**config.mk**
```make
export PLATFORM = sky130hd
export DESIGN_NAME = crit_miss_detector
export DESIGN_NICKNAME = d
export VERILOG_FILES = /design/src/rtl/crit_miss_pkg.sv /design/src/rtl/cmd_tag_match.sv /design/src/rtl/cmd_victim_sel.sv /design/src/rtl/crit_miss_detector.sv
export SDC_FILE = /design/constraint.sdc
export NUM_CORES = 1
export LEC_CHECK = 0
export BUFFER_PORTS_ARGS = -buffer_cell sky130_fd_sc_hd__buf_2
export CORE_AREA = 3 3 244 246
export CTS_CLUSTER_DIAMETER = 80
export CTS_CLUSTER_SIZE = 24
export DETAILED_ROUTE_END_ITERATION = 6
export DIE_AREA = 0 0 247 249
export PLACE_DENSITY_LB_ADDON = 0.3
export SLEW_MARGIN = 20
export SYNTH_ARGS = -nofsm -noshare
export SYNTH_HDL_FRONTEND = slang
export SYNTH_HIERARCHICAL = 1
export SYNTH_SLANG_ARGS = --single-unit
```
**constraint.sdc**
```tcl
create_clock -name clk -period 18 [get_ports clk]
set_input_delay 1.8 -clock clk [delete_from_list [all_inputs] [get_ports clk]]
set_output_delay 1.8 -clock clk [all_outputs]
set_load 0.005 [all_outputs]
```
**src/rtl/crit_miss_pkg.sv**
```systemverilog
// Package: shared types for the critical instruction miss detector.
// Assumes nothing beyond IEEE 1800-2017.
package crit_miss_pkg;

    // How counters age at the end of an observation window.
    typedef enum logic {
        DECAY_CLEAR = 1'b0,
        DECAY_HALVE = 1'b1
    } decay_e;

    // Index width that stays at least one bit for a single-entry table.
    function automatic int unsigned idx_width(input int unsigned n);
        return (n <= 1) ? 1 : $clog2(n);
    endfunction

endpackage

```
**src/rtl/cmd_tag_match.sv**
```systemverilog
// Module: fully associative tag compare over the detector table.
// Produces a hit flag and the encoded index of the matching entry.
// Assumes the table never holds two valid entries with the same tag.
module cmd_tag_match #(
    parameter int unsigned PC_W    = 32,
    parameter int unsigned ENTRIES = 8,
    parameter int unsigned IDX_W   = 3
) (
    input  logic                clk,
    input  logic                rst_n,
    input  logic [ENTRIES-1:0]  valid_vec,
    input  logic [PC_W-1:0]     tags [ENTRIES],
    input  logic [PC_W-1:0]     key,
    output logic                hit,
    output logic [IDX_W-1:0]    hit_idx
);

    logic [ENTRIES-1:0] hit_vec;

    // Per-entry comparators.
    for (genvar g = 0; g < ENTRIES; g++) begin : g_cmp
        assign hit_vec[g] = valid_vec[g] && (tags[g] == key);
    end

    // Encode the matching entry; the lowest index wins if several match.
    always_comb begin
        hit_idx = '0;
        for (int i = ENTRIES - 1; i >= 0; i--) begin
            if (hit_vec[i]) hit_idx = IDX_W'(i);
        end
    end

    assign hit = |hit_vec;

    // allocation never duplicates a tag, so at most one entry matches.
    a_r4_unique_tag: assert property (@(posedge clk) disable iff (!rst_n)
        $onehot0(hit_vec));

endmodule

```
**src/rtl/cmd_victim_sel.sv**
```systemverilog
// Module: replacement choice for the detector table.
// Prefers the lowest-index invalid entry. Otherwise it picks the valid
// entry with the smallest miss count, and ties go to the lowest index.
module cmd_victim_sel #(
    parameter int unsigned ENTRIES = 8,
    parameter int unsigned CNT_W   = 8,
    parameter int unsigned IDX_W   = 3
) (
    input  logic               clk,
    input  logic               rst_n,
    input  logic [ENTRIES-1:0] valid_vec,
    input  logic [CNT_W-1:0]   counts [ENTRIES],
    output logic [IDX_W-1:0]   victim_idx
);

    localparam int unsigned KEY_W = CNT_W + 1;

    logic [KEY_W-1:0] keys [ENTRIES];
    logic [KEY_W-1:0] best_key;

    // Rank key: invalid entries rank 0, valid entries rank above every invalid one.
    for (genvar g = 0; g < ENTRIES; g++) begin : g_key
        assign keys[g] = valid_vec[g] ? {1'b1, counts[g]} : '0;
    end

    // Linear minimum search; a strict compare keeps the lowest index on ties.
    always_comb begin
        victim_idx = '0;
        best_key   = keys[0];
        for (int i = 1; i < ENTRIES; i++) begin
            if (keys[i] < best_key) begin
                best_key   = keys[i];
                victim_idx = IDX_W'(i);
            end
        end
    end

    // the chosen entry ranks no higher than any entry, and no lower-index entry ties it.
    for (genvar g = 0; g < ENTRIES; g++) begin : g_chk
        a_r4_min_victim: assert property (@(posedge clk) disable iff (!rst_n)
            (keys[victim_idx] <= keys[g]) &&
            ((keys[victim_idx] != keys[g]) || (IDX_W'(g) >= victim_idx)));
    end

endmodule

```
**src/rtl/crit_miss_detector.sv**
```systemverilog
// Module: critical instruction miss detector (top).
// Counts misses per instruction and in total over an observation window.
// An instruction is flagged critical when (count << SHARE_SHIFT) exceeds
// the global count. Misses of instructions that are already critical are
// kept out of the global count. Assumes a miss_pc is stable while
// miss_valid is high at a clock edge.
module crit_miss_detector #(
    parameter int unsigned           PC_W        = 32,
    parameter int unsigned           ENTRIES     = 8,
    parameter int unsigned           CNT_W       = 8,
    parameter int unsigned           GCNT_W      = 12,
    parameter int unsigned           SHARE_SHIFT = 3,
    parameter crit_miss_pkg::decay_e DECAY       = crit_miss_pkg::DECAY_HALVE
) (
    input  logic            clk,
    input  logic            rst_n,
    input  logic            miss_valid,
    input  logic [PC_W-1:0] miss_pc,
    input  logic            win_reset,
    input  logic [PC_W-1:0] query_pc,
    output logic            query_crit,
    output logic            crit_valid,
    output logic [PC_W-1:0] crit_pc
);

    localparam int unsigned IDX_W = crit_miss_pkg::idx_width(ENTRIES);
    localparam int unsigned CMP_W = ((CNT_W + SHARE_SHIFT > GCNT_W) ?
                                     (CNT_W + SHARE_SHIFT) : GCNT_W) + 1;
    localparam logic [CNT_W-1:0]  CNT_MAX = '1;
    localparam logic [GCNT_W-1:0] G_MAX   = '1;

    // Table state.
    logic [ENTRIES-1:0] ent_valid;
    logic [ENTRIES-1:0] ent_crit;
    logic [PC_W-1:0]    ent_tag [ENTRIES];
    logic [CNT_W-1:0]   ent_cnt [ENTRIES];
    logic [GCNT_W-1:0]  glob_cnt;

    // Notification register.
    logic               note_valid;
    logic [PC_W-1:0]    note_pc;

    // Lookup and update signals.
    logic               hit;
    logic [IDX_W-1:0]   hit_idx;
    logic [IDX_W-1:0]   victim_idx;
    logic [IDX_W-1:0]   sel_idx;
    logic               accept;
    logic [CNT_W-1:0]   cur_cnt;
    logic               cur_crit;
    logic [CNT_W-1:0]   new_cnt;
    logic [GCNT_W-1:0]  new_glob;
    logic [CMP_W-1:0]   share_lhs;
    logic [CMP_W-1:0]   share_rhs;
    logic               promote;
    logic               q_hit;
    logic [IDX_W-1:0]   q_idx;

    // Miss-side lookup.
    cmd_tag_match #(.PC_W(PC_W), .ENTRIES(ENTRIES), .IDX_W(IDX_W)) u_miss_match (
        .clk       (clk),
        .rst_n     (rst_n),
        .valid_vec (ent_valid),
        .tags      (ent_tag),
        .key       (miss_pc),
        .hit       (hit),
        .hit_idx   (hit_idx)
    );

    // Query-side lookup.
    cmd_tag_match #(.PC_W(PC_W), .ENTRIES(ENTRIES), .IDX_W(IDX_W)) u_query_match (
        .clk       (clk),
        .rst_n     (rst_n),
        .valid_vec (ent_valid),
        .tags      (ent_tag),
        .key       (query_pc),
        .hit       (q_hit),
        .hit_idx   (q_idx)
    );

    // Replacement choice.
    cmd_victim_sel #(.ENTRIES(ENTRIES), .CNT_W(CNT_W), .IDX_W(IDX_W)) u_victim (
        .clk        (clk),
        .rst_n      (rst_n),
        .valid_vec  (ent_valid),
        .counts     (ent_cnt),
        .victim_idx (victim_idx)
    );

    // Next-state values for the entry touched by this miss.
    always_comb begin
        accept    = miss_valid && !win_reset;
        sel_idx   = hit ? hit_idx : victim_idx;
        cur_cnt   = hit ? ent_cnt[hit_idx] : '0;
        cur_crit  = hit && ent_crit[hit_idx];
        new_cnt   = (cur_cnt == CNT_MAX) ? cur_cnt : cur_cnt + 1'b1;
        new_glob  = (cur_crit || glob_cnt == G_MAX) ? glob_cnt : glob_cnt + 1'b1;
        share_lhs = CMP_W'(new_cnt) << SHARE_SHIFT;
        share_rhs = CMP_W'(new_glob);
        promote   = !cur_crit && (share_lhs > share_rhs);
    end

    // Table, global counter and window aging.
    always_ff @(posedge clk) begin
        if (!rst_n) begin
            ent_valid <= '0;
            ent_crit  <= '0;
            glob_cnt  <= '0;
            for (int i = 0; i < ENTRIES; i++) begin
                ent_tag[i] <= '0;
                ent_cnt[i] <= '0;
            end
        end else if (win_reset) begin
            for (int i = 0; i < ENTRIES; i++) begin
                ent_cnt[i] <= (DECAY == crit_miss_pkg::DECAY_HALVE) ? (ent_cnt[i] >> 1) : '0;
            end
            glob_cnt <= (DECAY == crit_miss_pkg::DECAY_HALVE) ? (glob_cnt >> 1) : '0;
        end else if (miss_valid) begin
            ent_valid[sel_idx] <= 1'b1;
            ent_tag[sel_idx]   <= miss_pc;
            ent_cnt[sel_idx]   <= new_cnt;
            ent_crit[sel_idx]  <= cur_crit || promote;
            glob_cnt           <= new_glob;
        end
    end

    // One-cycle notification of a newly critical instruction.
    always_ff @(posedge clk) begin
        if (!rst_n) begin
            note_valid <= 1'b0;
            note_pc    <= '0;
        end else begin
            note_valid <= accept && promote;
            if (accept) note_pc <= miss_pc;
        end
    end

    assign crit_valid = note_valid;
    assign crit_pc    = note_pc;
    assign query_crit = q_hit && ent_crit[q_idx];

    // a notification always follows an accepted miss.
    a_r2_note_source: assert property (@(posedge clk) disable iff (!rst_n)
        note_valid |-> $past(miss_valid && !win_reset));

    // a miss on a critical entry leaves the global count alone.
    a_r3_global_withheld: assert property (@(posedge clk) disable iff (!rst_n)
        (accept && hit && ent_crit[hit_idx]) |=> $stable(glob_cnt));

    // a saturated global count stays saturated until a window reset.
    a_r6_global_no_wrap: assert property (@(posedge clk) disable iff (!rst_n)
        (!win_reset && glob_cnt == G_MAX) |=> (glob_cnt == G_MAX));

    // a window reset never raises the global count.
    a_r7_window_shrinks: assert property (@(posedge clk) disable iff (!rst_n)
        win_reset |=> (glob_cnt <= $past(glob_cnt)));

    // a notified instruction reads back as critical at once.
    a_r8_query_after_note: assert property (@(posedge clk) disable iff (!rst_n)
        (note_valid && query_pc == note_pc) |-> query_crit);

    // a miss on a critical entry never notifies again.
    a_r9_single_note: assert property (@(posedge clk) disable iff (!rst_n)
        (accept && hit && ent_crit[hit_idx]) |=> !note_valid);

endmodule

```
==> results.py <==
metrics = {
    "run_status": {
        "outcome": "complete, no violations",
    },
    "logic_synthesis": {
        "synthesis.nets": 3313,
        "avgSynthCellArea_sq_um": 7.95,
        "yosys-top-cells-count": "nand2_1, dfxtp_1, xnor2_1",
        "syn_inst": 3185,
        "ys_ff_latch": 381,
        "synth.top_cell.area_share_pct": 30.1,
        "yosysMostFrequentCell": "nand2_1",
        "synth_ff_type": "dfxtp_1",
        "synth_edf_count": 0,
        "synth_cell_types": 85,
        "syn_area_sq_um": 25300,
        "ys_seq_area_share_pct": 30.1,
        "synth_top_area_cell": "dfxtp_1",
        "ys_warn_count": 6,
        "synth_async_sr_flop_share_pct": 0,
        "synth_area_leaders": "dfxtp_1, xnor2_1, nand2_1",
    },
    "critical_path": {
        "cpMostUsedCell": "a21oi_1",
        "crit_path_top_delay_cell": "or3_1",
        "endpoint_kind": "register",
        "crit_path_max_fanout": 20,
        "crit_end": "ent_tag[165]",
        "r2r_slack_ns": 1.69,
        "required_ns": 18.54,
        "startpoint": "ent_valid[0]",
        "crit-reg2reg-launch": "ent_valid[0]",
        "slowest_delay_ns": 0.81,
        "start_kind": "register",
        "worstReg2RegEnd": "ent_tag[165]",
        "ff2ff_path_depth": 75,
        "critPathKind": "reg2reg",
        "cp.arrival_ns": 16.86,
    },
    "routing": {
        "detail_route.vias_per_cell": 5.68,
        "drc_errors": 0,
        "ant_nets": 0,
        "wl_per_cell_um": 21.8,
        "drtPass1Iterations": 5,
        "vias": 22135,
        "drtIter0Drc": 1896,
        "wirelength_um": 85000,
    },
    "worst_hold_path": {
        "hp-class": "reg2reg",
    },
    "die": {
        "die_w_um": 247,
        "start_util_pct": 44.0,
        "top_level_ports": 102,
        "chipHeight_um": 249,
        "core.rowCount": 88,
        "coreArea_sq_um": 57600,
        "dieArea_sq_um": 61500,
    },
    "layout": {
        "fin_nets": 3237,
        "fillCellCount": 5736,
        "fin_area_sq_um": 27100,
        "area_delta_synth_final_pct": 6.90,
        "drive_above_1_share_pct": 10.2,
        "diodes": 0,
    },
    "global_route": {
        "gr-total-overflow": 0,
        "grt_pass1_vias": 21016,
        "antenna_found_initial": 0,
        "gr-usage-all-layers_pct": 26.8,
        "grt_max_degree": 105,
        "grt_pass1_wl_um": 128000,
    },
    "timing": {
        "rsz0062_at_grt": "no",
        "worstMarginPinSlew_ns": 0.983,
        "final_max_slew_viol_count": 0,
        "clock_skew_ns": 0.0314,
        "fin_crit_sh_pct": 90.6,
        "fmax_mhz": 61.3,
        "setup_viol": 0,
        "tns_ns": 0,
        "finalHoldViolCount": 0,
        "post-route-min-period_ns": 16.31,
        "relSlewSlack_pct": 34.2,
    },
    "clocking": {
        "ctsResizeCount": 0,
        "postCtsSetupRepairBufs": 0,
        "cts_buffers": 29,
        "path_clk_slew_ns": 0.09,
        "cts_hold_buf": 0,
        "clockRootBuffer": "clkbuf_16",
        "clock-sinks": 381,
        "clockBufferDepth": 3,
        "insertion_delay_ns": 0.63,
        "htree_levels": 1,
        "cts_tree": "built",
    },
    "pwr": {
        "vdd_ir_drop_max_mv": 0.308,
        "powerDensity_nw_per_um2": 197,
        "leakage_nw": 9.36,
    },
    "placed_design": {
        "hpwl_um": 56200,
        "place_congestion": 0.929,
        "place_area_sq_um": 25900,
        "io_buffer_count": 101,
    },
    "flow_run": {
        "maxCapViolCount": 0,
    },
}
power by group:
part           leakage, nW  internal, mW  total (mW)  switching, mW
combinational         5.74          1.06        3.40           2.34
sequential            3.09          1.01        1.18          0.170
clock                0.532         0.351       0.755          0.404
total                 9.36          2.42        5.33           2.91
area by class of cell:
| cell class | count | area [sq um] | area share [%] |
|---|---|---|---|
| Clock buffer | 31 | 753 | 2.78 |
| Clock inverter | 23 | 339 | 1.25 |
| Inverter | 35 | 131 | 0.485 |
| Multi-Input combinational cell | 2509 | 16300 | 60.4 |
| Sequential cell | 381 | 7630 | 28.2 |
| Tap cell | 765 | 957 | 3.54 |
| Timing Repair Buffer | 153 | 926 | 3.42 |
flip-flops by register name (all words and copies together) (netlist names):
register / count
ent_cnt: 64
ent_valid: 8
crit_pc: 32
glob_cnt: 12
ent_tag: 256
crit_valid: 1
ent_crit: 8
metrics by stage:
stage / utilization, % / instances / power [mW] / hold WS (ns) / setup slack (ns)
finish: 47.0 / 3897 / 5.33 / 0.462 / 1.69
global placement: 45.0 / 3841 / 4.49 / 0.452 / 1.86
global route: 47.0 / 3897 / 5.73 / 0.484 / 0.0266
floorplan: - / 3185 / 3.54 / 0.455 / 3.83
detailed placement: 45.0 / 3841 / 4.52 / 0.458 / 1.61
CTS: 46.9 / 3895 / 5.29 / 0.470 / 1.54
how the worst min path moves through the flow:
stage,from,to,slack (ns),depth (start not counted)
after global routing,crit_pc[15],crit_pc[15],0.48,2
after detailed placement,crit_pc[15],crit_pc[15],0.46,2
after CTS,crit_pc[30],crit_pc[30],0.47,2
final,crit_pc[30],crit_pc[30],0.46,2
after floorplan,ent_cnt[28],ent_cnt[27],0.46,2
after global placement,crit_pc[31],crit_pc[31],0.45,2
critical path, delay by kind of cell, from the launching register on:
| kind | cells | cell delay (ns) |
|---|---|---|
| buffers and inverters | 2 | 0.42 |
| flip-flops | 1 | 0.69 |
| AND/OR/NAND/NOR | 27 | 4.76 |
| multiplexers | 3 | 0.79 |
| AO/OA/AOI/OAI | 35 | 7.15 |
| adder cells (fa/ha/maj) | 8 | 2.34 |
cells in the final DEF, fill, tap and decap left out, drive strengths merged, types with 4 or more instances in the layout:
cell type  Yosys  routed
and2          45      45
o22ai          7       7
mux2i         20      20
clkbuf       182      31
o21ai        126     126
ha            60      60
or4            9       9
dfxtp        381     381
o21a          17      17
a21o           9       9
nor4          56      56
nand2        723     723
nor3b          4       4
o31ai          6       6
buf           79     153
a31o          11      11
inv           34      48
xor2         170     170
nand2b        14      14
clkinv         1       9
or2           10      10
and3          26      26
nor3          39      39
a211oi         5       5
nand4         99      99
mux2          25      25
a21boi       290     290
a21oi        118     118
a31oi          8       8
or3           37      37
nor2b         14      14
a41o           9       9
nor2          59      60
mux4          11      11
o211ai        13      13
nand3         64      64
o32ai          7       7
a22oi          4       4
xnor2        362     362
metal layers:
metal  global-route usage, %  routed length [um]  up-vias
li1                        -                   -    10641
met1                    35.0               36000    10509
met2                    42.7               37800      771
met3                    4.05                5980      214
met4                    13.8                5210        0
met5                       0                   0        -
cells by family (layout without fill, tap and decap cells):
group | Yosys count | count (layout) | share of synthesized area, %
multiplexers | 56 | 56 | 2.88
AND/OR/NAND/NOR | 1203 | 1204 | 22.0
adder cells (fa/ha/maj) | 62 | 62 | 3.04
AO/OA/AOI/OAI | 655 | 655 | 17.8
flip-flops | 381 | 381 | 30.1
XOR/XNOR | 532 | 532 | 18.5
buffers and inverters | 296 | 242 | 5.71
(Power assumes the default switching activity.)
